$ cat src/rtl/byte_alu.sv
module byte_alu #(
  parameter int DW = 8,
  parameter int OPW = 4
) (
  input  logic            clk,
  input  logic            rst_n,
  input  logic            commit,
  input  logic [OPW-1:0]  opc,
  input  logic            to_file,
  input  logic [DW-1:0]   w_val,
  input  logic [DW-1:0]   f_val,
  input  logic [DW-1:0]   lit,
  output logic [DW-1:0]   result,
  output logic            result_to_file,
  output logic            result_vld,
  output logic            flag_n,
  output logic            flag_ov,
  output logic            flag_c,
  output logic            flag_dc,
  output logic            flag_z,
  output logic [2*DW-1:0] product
);
  localparam int HB = DW / 2;

  logic          is_neg;
  logic [DW-1:0] a_op;
  logic          cin;
  logic [DW:0]   diff;
  logic [HB:0]   ndiff;
  logic          ovf;

  assign is_neg = (opc == OPW'(4));
  assign a_op   = is_neg ? '0 : w_val;
  assign cin    = is_neg ? 1'b1 : flag_c;
  assign diff   = {1'b0, a_op} + {1'b0, ~f_val} + (DW+1)'(cin);
  assign ndiff  = {1'b0, a_op[HB-1:0]} + {1'b0, ~f_val[HB-1:0]} + (HB+1)'(cin);
  assign ovf    = (a_op[DW-1] != f_val[DW-1]) && (diff[DW-1] != a_op[DW-1]);

  logic [DW-1:0] r;
  logic          wr_res, dst, up_nz, up_c, up_arith, c_new, up_prod;
  logic [DW-1:0] m_op;

  always_comb begin
    r        = result;
    wr_res   = 1'b1;
    dst      = to_file;
    up_nz    = 1'b1;
    up_c     = 1'b0;
    up_arith = 1'b0;
    c_new    = flag_c;
    up_prod  = 1'b0;
    m_op     = lit;
    case (opc)
      OPW'(0): begin r = {f_val[DW-2:0], flag_c}; up_c = 1'b1; c_new = f_val[DW-1]; end
      OPW'(1): begin r = {flag_c, f_val[DW-1:1]}; up_c = 1'b1; c_new = f_val[0]; end
      OPW'(2): r = {f_val[DW-2:0], f_val[DW-1]};
      OPW'(3): r = {f_val[0], f_val[DW-1:1]};
      OPW'(4), OPW'(5): begin
        r = diff[DW-1:0]; up_c = 1'b1; up_arith = 1'b1; c_new = diff[DW];
      end
      OPW'(6): begin r = '1; dst = 1'b1; up_nz = 1'b0; end
      OPW'(7): begin r = lit; dst = 1'b0; up_nz = 1'b0; end
      OPW'(8), OPW'(9): begin
        wr_res = 1'b0; up_nz = 1'b0; up_prod = 1'b1;
        m_op = (opc == OPW'(9)) ? f_val : lit;
      end
      default: begin wr_res = 1'b0; up_nz = 1'b0; end
    endcase
  end

  always_ff @(posedge clk or negedge rst_n) begin
    if (!rst_n) begin
      result         <= '0;
      result_to_file <= 1'b0;
      result_vld     <= 1'b0;
      flag_n         <= 1'b0;
      flag_ov        <= 1'b0;
      flag_c         <= 1'b0;
      flag_dc        <= 1'b0;
      flag_z         <= 1'b0;
      product        <= '0;
    end else begin
      result_vld <= commit && wr_res;
      if (commit) begin
        if (wr_res) begin
          result         <= r;
          result_to_file <= dst;
        end
        if (up_nz) begin
          flag_n <= r[DW-1];
          flag_z <= (r == '0);
        end
        if (up_c) flag_c <= c_new;
        if (up_arith) begin
          flag_ov <= ovf;
          flag_dc <= ndiff[HB];
        end
        if (up_prod) product <= w_val * m_op;
      end
    end
  end
endmodule

$ cat config.mk
export PLATFORM = sky130hd
export DESIGN_NAME = byte_alu
export DESIGN_NICKNAME = d
export VERILOG_FILES = /design/src/rtl/byte_alu.sv
export SDC_FILE = /design/constraint.sdc
export NUM_CORES = 1
export LEC_CHECK = 0
export ABC_AREA = 1
export BUFFER_PORTS_ARGS = -buffer_cell sky130_fd_sc_hd__buf_4
export CORE_MARGIN = 2
export CORE_UTILIZATION = 40
export CTS_BUF_LIST = sky130_fd_sc_hd__clkbuf_2 sky130_fd_sc_hd__clkbuf_4 sky130_fd_sc_hd__clkbuf_8
export DETAILED_ROUTE_END_ITERATION = 6
export GPL_ROUTABILITY_DRIVEN = 0
export PLACE_DENSITY = 0.56
export SLEW_MARGIN = 20
export SYNTH_ARGS = -nofsm -noshare
export SYNTH_HDL_FRONTEND = slang
export SYNTH_SLANG_ARGS = --single-unit
$ cat constraint.sdc
create_clock -name clk -period 2.5 [get_ports clk]
set_input_delay 0.25 -clock clk [delete_from_list [all_inputs] [get_ports clk]]
set_output_delay 0.25 -clock clk [all_outputs]
set_load 0.03 [all_outputs]
==> summary.md, run 1 <==
| Metric | Value |
|---|---|
| VDD IR max | `903.4 uV` |
| # clock sinks | `31` |
| HP Start | `to_file` |
| Diodes inserted | `0` |
| #FFs+latches synth | `31` |
| Initial Utilization | `41.42%` |
| Largest cells by area after synthesis | `dfrtp_1 18%, fa_1 18%, ha_1 12%, nand2_1 11%, nor2_1 9.0%` |
| Synth Area in Simple Gates | `30.22%` |
| Die X | `107.9 um` |
| RSZ-0062 raised after global routing | `true` |
| Root Buffer | `clkbuf_8` |
| CP max stage cell | `fa_1` |
| Crit path DAT | `4.27 ns` |
| Critical path peak fanout | `6` |
| Max-cap violations | `0` |
| Post-synthesis adder-cell area fraction | `30.10%` |
| Final worst setup slack | `-1.602 ns` |
| Pleak | `3.405 nW` |
| Fin crit period | `4.102 ns` |
| WP buf/inv | `7` |
| Crit-path leading delay family | `adder cells` |
| Vias in the first global route | `4,749` |
| Post-DP HPWL | `11,050 um` |
| Hold WC Path Type | `in2reg` |
| RR Startpoint | `flag_c$_DFFE_PN0P_` |
| Asr flop ratio synth | `100.0%` |
| Final #Nets | `902` |
| Violated checks | `negative setup slack` |
| Synth Instances | `612` |
| Initial drt markers | `163` |
| Largest net degree at the start of global routing | `32` |
| Post-synthesis compound-gate area fraction | `8.556%` |
| CP Data Required Time | `2.66 ns` |
| Final Max Tran Viols | `0` |
| Worst slew pin tran | `0.4623 ns` |
| Via total after detailed routing | `4,611` |
| DRT antenna net count | `0` |
| Routed WL | `13,790 um` |
| Post-synthesis sequential area ratio | `17.98%` |
| Hold_ws | `0.2323 ns` |
| DR pass1 iterations | `5` |
| Setup crit start kind | `input port` |
| I/O Buffers | `62` |
| DP Cell Count | `904` |
| Post-Syn Area per Cell | `7.049 um2` |
| Most used cell, CP | `fa_1` |
| P&R area growth vs syn | `48.55%` |
| H-tree levels | `2` |
| Mux cell area share after synthesis | `0%` |
| Share of layout cells above drive strength 1 | `38.61%` |
| Clock buffer count from CTS | `5` |
| Share of the synthesized area in the top cell type | `17.98%` |
| Critical path class | `in2reg` |
| Yosys top cell by area | `dfrtp_1` |
| WL per Instance | `14.89 um` |
| Fmax | `243.8 MHz` |
| Global-route wire length before repair | `22,050 um` |
| Final Hold Fails | `0` |
| Final setup fails | `13` |
| Tot GR Track Use | `24.36%` |
| Endpoint class of the critical path | `flip-flop` |
| Crit path largest cell delay | `0.49 ns` |
| CTS tree | `yes` |
| Syn_nets | `725` |
| Number of synthesized flops with an enable pin | `0` |
| Status | `complete, but fails checks` |
| Core area | `0.01042 mm2` |
| Initial antenna violation count | `0` |
| Worst Clk Skew | `0.007853 ns` |
| Ys flop type | `dfrtp_1` |
| Die area | `0.01163 mm2` |
| Synth Warn # | `0` |
| Cell variety after synth | `37` |
| Die span in y | `107.9 um` |
| Clock buffer depth | `2` |
| Filler cells | `977` |
| Storage element area | `775.7 um2` |
| Worst-Skew Late Latency | `0.29 ns` |
| Crit share post-route | `164.1%` |
| Multi-input logic area | `0.003523 mm2` |
| Worst-path clk slew | `0.08 ns` |
| CP Launch Point | `opc[3]` |
| Drt via density | `4.979` |
| Worst-path cell chain | `buf_8 > inv_6 > nor2_4 > nand2_4 > nand2_2 > o21a_4 > inv_6 > buf_4 > nor2_1 > fa_1 > fa_1 > fa_1 > inv_1 > fa_1 > inv_2 > ha_4 > a21oi_4 > buf_4 > o21ai_1 > nor2_1 > xor2_1 > o21ai_1` |
| Grt ovf | `0` |
| # IOs | `63` |
| Pwr Density | `830.3 mW/mm2` |
| Headroom to the max-slew limit | `69.18%` |
| Mapped Area | `0.004314 mm2` |
| Site Rows | `37` |
| DRC viols | `0` |
| Non-filler cells, final | `926` |
| Synth Area in XOR/XNOR | `1.827%` |
| Main combinational cell family by area after synthesis | `simple AND/OR/NAND/NOR gates` |
cell usage after synthesis (all sizes together) (2+ instances only):
cell,n
fa,38
a31oi,7
nor3,7
nand3b,2
buf,5
or2,5
dfrtp,31
a21oi,18
o21a,7
o21ai,30
nor2,110
nand4,7
nand3,39
clkbuf,3
ha,43
inv,112
xor2,7
nand2,133
clkinv,2
xnor2,2
what timing repair did:
action                                  in CTS  in global routing
gates cloned                                 1                  0
hold endpoints to repair                    31                  0
resized for setup                           28                 70
endpoints found under the setup margin      15                 16
setup buffers                                4                 10
hold buffers                                 1                  0
pin swaps                                    8                 27
state kept, by name (all words and copies together) (netlist names):
signal	flops
flag_c	1
flag_dc	1
flag_n	1
flag_ov	1
flag_z	1
product	16
result	8
result_to_file	1
result_vld	1
path summary, 6_finish.rpt:
| check | to | slack, ns | cells after the start |
|---|---|---|---|
| hold / removal | result_to_file$_DFFE_PN0P_ | 0.23 | 3 |
| setup / recovery | product[9]$_DFFE_PN0P_ | -1.60 | 22 |
| setup reg to reg | flag_z$_DFFE_PN0P_ | 0.18 | 13 |
| max in group asynchronous | product[1]$_DFFE_PN0P_ | 1.71 | 2 |
| min in group asynchronous | flag_ov$_DFFE_PN0P_ | 0.45 | 2 |
| hold reg to reg | product[2]$_DFFE_PN0P_ | 0.48 | 2 |
report_power, final:
part,switching (mW),internal [mW],leakage (nW),total (mW)
logic,2.20,1.84,2.96,4.04
clock network,0.236,0.323,0.0612,0.560
registers,0.0841,0.639,0.381,0.724
total,2.52,2.80,3.41,5.32
cell usage in the layout (no fill, tap or decap), types with 3 or more instances in the layout:
| master | instances |
|---|---|
| dfrtp_1 | 31 |
| o21ai_0 | 10 |
| o21a_4 | 5 |
| nand2_1 | 118 |
| nand3_2 | 5 |
| fa_2 | 6 |
| ha_1 | 33 |
| inv_1 | 90 |
| o21ai_1 | 13 |
| nor2_2 | 21 |
| fa_1 | 32 |
| o21ai_2 | 6 |
| a21oi_1 | 10 |
| nand2_4 | 6 |
| nor2_4 | 10 |
| or2_2 | 4 |
| ha_4 | 9 |
| clkbuf_8 | 6 |
| a31oi_1 | 7 |
| nand4_1 | 7 |
| xor2_1 | 7 |
| nor2_1 | 78 |
| nand2_2 | 10 |
| buf_4 | 166 |
| inv_2 | 18 |
| nand3_1 | 34 |
| nor3_1 | 5 |
| buf_6 | 8 |
| inv_6 | 3 |
| a21oi_4 | 6 |
through the flow:
| stage | setup TNS [ns] | utilization, % | setup WS, ns | cell area, um2 | power (mW) |
|---|---|---|---|---|---|
| global route | -17.83 | 61.53 | -1.707 | 6409 | 5.723 |
| global placement | -21.37 | 55.87 | -1.894 | 5819 | 3.970 |
| floorplan | -16.73 | - | -1.650 | 4491 | 2.812 |
| CTS | -15.82 | 58.23 | -1.519 | 6066 | 4.870 |
| finish | -15.99 | 61.53 | -1.602 | 6409 | 5.321 |
| detailed placement | -22.08 | 55.87 | -1.906 | 5819 | 4.031 |
cell families after synthesis:
| family | after synthesis |
|---|---|
| AOI/OAI and AO/OA | 66 |
| xor gates and xnor gates | 9 |
| adders and majority gates | 81 |
| buffers and inverters | 122 |
| DFF | 31 |
| and+or+nand+nor | 303 |
layer usage:
metal | routed length, um | share of wire, % | up-vias | track usage [%]
li1 | - | - | 2263 | -
met1 | 5572 | 40 | 2172 | 28.87
met2 | 7048 | 51 | 139 | 43.13
met3 | 591 | 4.3 | 37 | 3.692
met4 | 576 | 4.2 | 0 | 11.17
met5 | 0 | 0 | - | 0
area by class of cell:
cell class	count	share of cell area [%]
inverters	114	6.950
repair buffers	177	21.48
clock inverters	2	0.5467
clock buffers	6	1.289
multi-input cells	460	54.98
flip-flops and latches	31	12.10
well taps	136	2.655
worst register-to-register path: cells and delay by family (launching register included):
kind / cells / cell delay [ns]
adder cells (fa/ha/maj): 2 / 0.81
AND/OR/NAND/NOR: 7 / 0.54
flip-flops: 1 / 0.38
AO/OA/AOI/OAI: 2 / 0.23
buffers and inverters: 2 / 0.24
No activity file was read; power rests on OpenSTA's default activity.
==> run 2: changes to the inputs <==
--- a/config.mk
+++ b/config.mk
@@ -7,7 +7,7 @@
 export LEC_CHECK = 0
 export ABC_AREA = 1
 export BUFFER_PORTS_ARGS = -buffer_cell sky130_fd_sc_hd__buf_4
-export CORE_MARGIN = 2
+export CORE_MARGIN = 1
 export CORE_UTILIZATION = 40
 export CTS_BUF_LIST = sky130_fd_sc_hd__clkbuf_2 sky130_fd_sc_hd__clkbuf_4 sky130_fd_sc_hd__clkbuf_8
 export DETAILED_ROUTE_END_ITERATION = 6
==> constraint.sdc (replaced) <==
create_clock -name clk -period 2.5 [get_ports clk]
set_input_delay 0.125 -clock clk [delete_from_list [all_inputs] [get_ports clk]]
set_output_delay 0.125 -clock clk [all_outputs]
set_load 0.03 [all_outputs]
==> run 2 against run 1 <==
Non-clock buffer count down 10. Register-to-register slack worse by 0.05 ns. Sequential cell count stayed put. Worst setup slack improved by 0.15 ns. Die area decreased by 3.7%. Worst hold slack got worse by 0.12 ns. The flow still finishes with violations (negative setup slack). Global-route usage is 1.9 points higher.
==> summary.md, run 2 (synthesis gave the netlist of run 1 again) <==
| Metric | Value |
|---|---|
| Max-cap violations | `0` |
| Core area | `0.01037 mm2` |
| Clk pwr share | `10.3%` |
| DR pass1 iterations | `5` |
| CP Launch Point | `opc[3]` |
| DP Cell Count | `896` |
| WHS Endpoint | `result_to_file$_DFFE_PN0P_` |
| Final worst setup slack | `-1.455 ns` |
| Vias in the first global route | `4,888` |
| Sw power | `2.594 mW` |
| Flop pwr share | `13.4%` |
| Status | `complete, but fails checks` |
| Critical path class | `in2reg` |
| Hold Crit Depth | `3` |
| Hold WC Path Type | `in2reg` |
| P&R area growth vs syn | `48.49%` |
| Crit share post-route | `158.2%` |
| Final setup fails | `12` |
| Setup TNS | `-14.57 ns` |
| Largest Register | `product` |
| Grt ovf | `0` |
| Final #Nets | `892` |
| Tot GR Track Use | `26.25%` |
| Die span in y | `105.9 um` |
| Setup crit start kind | `input port` |
| CTS tree | `yes` |
| VDD IR max | `1003 uV` |
| Commonest cells after routing, fill and taps aside | `153 x buf_4, 116 x nand2_1, 87 x inv_1` |
| Drt via density | `5.025` |
| Initial Utilization | `41.60%` |
| RSZ-0062 raised after global routing | `true` |
| Crit path DAT | `4.14 ns` |
| P_int | `2.797 mW` |
| H-tree levels | `2` |
| Non-filler cells, final | `916` |
| # clock sinks | `31` |
| R2R Setup Slk | `0.13 ns` |
| Diodes inserted | `0` |
| Die area | `0.01120 mm2` |
| Reg2Reg Capture Point | `flag_z$_DFFE_PN0P_` |
| Filler cells | `959` |
| HP Start | `to_file` |
| Fmax | `252.8 MHz` |
| DRT antenna net count | `0` |
| Initial antenna violation count | `0` |
| Fin crit period | `3.955 ns` |
| Final Hold Fails | `0` |
| Violated checks | `negative setup slack` |
| Site Rows | `37` |
| Global-route wire length before repair | `22,890 um` |
| Clock buffer depth | `2` |
| Routed WL | `13,760 um` |
| Sw frac | `48.12%` |
| Worst Clk Skew | `0.007533 ns` |
| Overall Power | `5.391 mW` |
| Setup slack at placement | `-1.916 ns` |
| Initial drt markers | `169` |
| Headroom to the max-slew limit | `70.43%` |
| CP Data Required Time | `2.68 ns` |
| I/O Buffers | `62` |
| Share of layout cells above drive strength 1 | `38.85%` |
| # IOs | `63` |
| Pwr Density | `841.6 mW/mm2` |
| Worst slew pin tran | `0.4435 ns` |
| Max reg flops | `16` |
| Via total after detailed routing | `4,603` |
| Root Buffer | `clkbuf_8` |
| Worst-path clk slew | `0.08 ns` |
| RR Startpoint | `flag_c$_DFFE_PN0P_` |
| Final Max Tran Viols | `0` |
| Pleak | `3.371 nW` |
| Critical path peak fanout | `7` |
| Clock buffer count from CTS | `5` |
| Worst Reg-to-Reg Cells | `13` |
| Worst-Skew Late Latency | `0.30 ns` |
| Comb power frac | `76.2%` |
| Largest net degree at the start of global routing | `32` |
| WL per Instance | `15.02 um` |
| Commonest non-fill, non-tap cell in the layout | `buf_4` |
| Post-DP HPWL | `11,020 um` |
| DRC viols | `0` |
| Biggest regs | `product (16), result (8)` |
| Endpoint class of the critical path | `flip-flop` |
| Die X | `105.9 um` |
## run 2: how the worst max path moves through the flow
stage,endpoint,slack [ns],cells past startpoint
floorplan,product[15]$_DFFE_PN0P_,-1.53,24
global placement,product[10]$_DFFE_PN0P_,-1.87,19
detailed placement,product[10]$_DFFE_PN0P_,-1.92,19
CTS,product[10]$_DFFE_PN0P_,-1.39,20
global route,product[10]$_DFFE_PN0P_,-1.63,21
finish,product[10]$_DFFE_PN0P_,-1.46,21
## run 2: area by class of cell
cell class / count / area (um2) / share of cell area, %
clock buffers: 6 / 82.58 / 1.289
repair buffers: 167 / 1309 / 20.43
inverters: 114 / 435.4 / 6.797
well taps: 136 / 170.2 / 2.656
flip-flops and latches: 31 / 775.7 / 12.11
multi-input cells: 460 / 3598 / 56.17
clock inverters: 2 / 35.03 / 0.5469
## run 2: what timing repair did
action                                  4_1_cts  5_1_grt
endpoints found under the setup margin       14       15
setup buffers                                 6        4
endpoints found under the hold margin        31        0
hold buffers                                  1        0
gates resized for setup                      70       40
pin swaps                                    36       28
cloned                                        1        0
## run 2: worst max-delay path, stage by stage
cell and delay, ns:
buf_8 0.08, inv_6 0.03, nor2_4 0.17, nand2_4 0.11, o21a_1 0.23, inv_2 0.13, nor2_4 0.06, fa_1 0.53
inv_1 0.05, fa_1 0.48, inv_1 0.05, fa_1 0.50, inv_2 0.04, fa_1 0.49, inv_2 0.05, ha_4 0.27
a21oi_4 0.19, o21ai_2 0.09, a21oi_2 0.15, xor2_2 0.20, o21ai_1 0.10
## run 2: layer usage
metal / global-route usage, % / part of all wire (%)
met5: 0 / 0
met4: 15.67 / 5.0
met3: 3.525 / 5.1
met2: 46.78 / 51
met1: 29.74 / 39
## run 2: power groups by stage
stage / clock [mW] / combinational, mW / sequential [mW]
3_3_place_gp: 0 / 3.26 / 0.729
3_5_place_dp: 0 / 3.30 / 0.730
4_1_cts: 0.573 / 3.87 / 0.722
5_1_grt: 0.587 / 4.49 / 0.740
2_1_floorplan: 0 / 1.81 / 1.00
6_report: 0.558 / 4.11 / 0.723
## run 2: through the flow
| stage | hold WS (ns) | utilization [%] | cell area (um2) |
|---|---|---|---|
| floorplan | -0.1706 | - | 4491 |
| global placement | 0.09292 | 55.54 | 5759 |
| detailed placement | 0.09888 | 55.54 | 5759 |
| CTS | 0.1033 | 59.76 | 6197 |
| global route | 0.1181 | 61.78 | 6406 |
| finish | 0.1162 | 61.78 | 6406 |
==> run 3: changes to the inputs <==
--- a/config.mk
+++ b/config.mk
@@ -17,3 +17,4 @@
 export SYNTH_ARGS = -nofsm -noshare
 export SYNTH_HDL_FRONTEND = slang
 export SYNTH_SLANG_ARGS = --single-unit
+export TNS_END_PERCENT = 10
==> constraint.sdc (replaced) <==
create_clock -name clk -period 4.1 [get_ports clk]
set_input_delay 0.205 -clock clk [delete_from_list [all_inputs] [get_ports clk]]
set_output_delay 0.205 -clock clk [all_outputs]
set_load 0.03 [all_outputs]
==> run 3 against run 2 <==
The flow now finishes without violations. First-iteration DRC count down 3.0%. Sequential share of layout area up 1.5 points. Worst hold slack better by 0.069 ns. Combinational power down 47%. Wire length down 9.3%. Clock skew up 0.00093 ns. Worst setup slack better by 1.5 ns. Sequential power down 39%. Register-to-register slack better by 1.3 ns. Global-route usage down 3.0 points. Highest routed layer unchanged.
==> summary.md, run 3 (synthesis gave the netlist of run 1 again) <==
| Metric | Value |
|---|---|
| Status | `finished, final reports clean` |
| Biggest regs | `product (16), result (8)` |
| RSZ-0062 raised after global routing | `true` |
| CP Data Required Time | `4.24 ns` |
| DRT antenna net count | `0` |
| Pleak | `3.052 nW` |
| Drt via density | `5.032` |
| Largest net degree at the start of global routing | `32` |
| Clock buffer count from CTS | `5` |
| Crit share post-route | `98.08%` |
| Crit path largest cell delay | `0.58 ns` |
| Worst-Skew Late Latency | `0.29 ns` |
| # clock sinks | `31` |
| Overall Power | `2.865 mW` |
| Worst-path cell chain | `buf_6 > nor2_4 > nand2_4 > o21a_1 > inv_2 > nor2_1 > fa_1 > fa_2 > fa_1 > inv_1 > fa_1 > inv_2 > ha_4 > nand2_1 > nor2_2 > a21oi_2 > xor2_1 > o21ai_0` |
| Core area | `0.01037 mm2` |
| Die area | `0.01120 mm2` |
| I/O Buffers | `62` |
| Final Max Tran Viols | `0` |
| CTS tree | `yes` |
| Crit path DAT | `4.16 ns` |
| Most used cell, CP | `fa_1` |
| # IOs | `63` |
| Critical path peak fanout | `6` |
| Critical path class | `in2reg` |
| Initial antenna violation count | `0` |
| Clock buffer depth | `2` |
| Routed WL | `12,480 um` |
| Grt ovf | `0` |
| Final #Nets | `839` |
| Hold WC Path Type | `in2reg` |
| Multi-input logic area | `0.003344 mm2` |
| Commonest non-fill, non-tap cell in the layout | `nand2_1` |
| CP max stage cell | `fa_1` |
| Share of layout cells above drive strength 1 | `28.65%` |
| Via total after detailed routing | `4,338` |
| Commonest cells after routing, fill and taps aside | `123 x nand2_1, 110 x buf_4, 94 x inv_1` |
| Tot GR Track Use | `23.26%` |
| Worst-path clk slew | `0.07 ns` |
| DRC viols | `0` |
| Headroom to the max-slew limit | `45.22%` |
| Die span in y | `105.9 um` |
| Root Buffer | `clkbuf_8` |
| Worst slew pin tran | `0.8194 ns` |
| Site Rows | `37` |
| Max reg flops | `16` |
| Storage element area | `775.7 um2` |
| Worst Clk Skew | `0.008463 ns` |
| Fmax | `248.7 MHz` |
| Largest Register | `product` |
| H-tree levels | `2` |
| Setup crit start kind | `input port` |
| Final Hold Fails | `0` |
| Vias in the first global route | `4,371` |
| Max-cap violations | `0` |
| DR pass1 iterations | `5` |
| Final setup fails | `0` |
| Fin crit period | `4.021 ns` |
| P&R area growth vs syn | `31.93%` |
| Diodes inserted | `0` |
| WL per Instance | `14.48 um` |
| Pwr Density | `503.4 mW/mm2` |
| Post-DP HPWL | `10,330 um` |
| Initial drt markers | `164` |
| Filler cells | `1,028` |
| Global-route wire length before repair | `20,320 um` |
| Crit-path leading delay family | `adder cells` |
| Initial Utilization | `41.60%` |
| Die X | `105.9 um` |
| Finished Core Util | `54.89%` |
| VDD IR max | `437.1 uV` |
| Endpoint class of the critical path | `flip-flop` |
| WP buf/inv | `4` |
## run 3: worst reg2reg max path: stages (launching register included)
cell and delay [ns]:
dfrtp_1 0.41, inv_1 0.10, o21ai_0 0.11, fa_1 0.46, fa_1 0.48, nand4_1 0.13, nand3_1 0.11, nand2_1 0.10
nand2_1 0.05, o21ai_0 0.36, nand2_1 0.09, nand3_1 0.09, nand2_1 0.05
## run 3: path summary, 6_finish.rpt
| path | from | endpoint | slack [ns] | cells after the start |
|---|---|---|---|---|
| worst max-delay path | opc[2] | product[10]$_DFFE_PN0P_ | 0.08 | 18 |
| worst min-delay path | to_file | result_to_file$_DFFE_PN0P_ | 0.19 | 3 |
| worst max register to register | flag_c$_DFFE_PN0P_ | flag_z$_DFFE_PN0P_ | 1.46 | 12 |
| worst min register to register | product[2]$_DFFE_PN0P_ | product[2]$_DFFE_PN0P_ | 0.48 | 2 |
| max in group asynchronous | rst_n | product[7]$_DFFE_PN0P_ | 3.39 | 2 |
| min in group asynchronous | rst_n | flag_ov$_DFFE_PN0P_ | 0.38 | 2 |
## run 3: routing by layer
metal | routed length [um] | up-vias | global-route usage [%]
met5 | 0 | - | 0
met4 | 447 | 0 | 10.32
met3 | 660 | 30 | 2.659
met2 | 6366 | 140 | 42.81
met1 | 5007 | 2025 | 26.91
li1 | - | 2143 | -
## run 3: power by group
part / total, mW / internal (mW) / switching [mW]
logic: 2.17 / 0.965 / 1.20
clock network: 0.256 / 0.132 / 0.125
registers: 0.440 / 0.390 / 0.0498
## run 3: metrics by stage
stage               hold WS [ns]  instance area, um2  std cells  setup WS, ns   TNS (ns)
detailed placement        0.1784                5351        848       -0.3250     -2.029
finish                    0.1854                5692        862       0.07890          0
CTS                       0.1805                5460        856       0.02321          0
global placement          0.1661                5351        848       -0.3413     -1.864
global route              0.1984                5692        862      -0.06842    -0.2677
floorplan               -0.09059                4443        612     -0.005751  -0.005751
## run 3: timing repair
| action | CTS | global route |
|---|---|---|
| cloned | 0 | 1 |
| resized for setup | 4 | 51 |
| endpoints found under the hold margin | 31 | 0 |
| hold buffers | 1 | 0 |
| pin swaps | 1 | 22 |
| buffers inserted | 0 | 5 |
| endpoints found under the setup margin | 1 | 9 |
## run 3: area by class of cell
| cell class | instances | share of cell area, % |
|---|---|---|
| tap | 136 | 2.990 |
| clock buffer | 6 | 1.451 |
| inverter | 114 | 7.738 |
| timing repair buffer | 114 | 15.34 |
| sequential | 31 | 13.63 |
| clock inverter | 1 | 0.08793 |
| multi-input combinational | 460 | 58.76 |
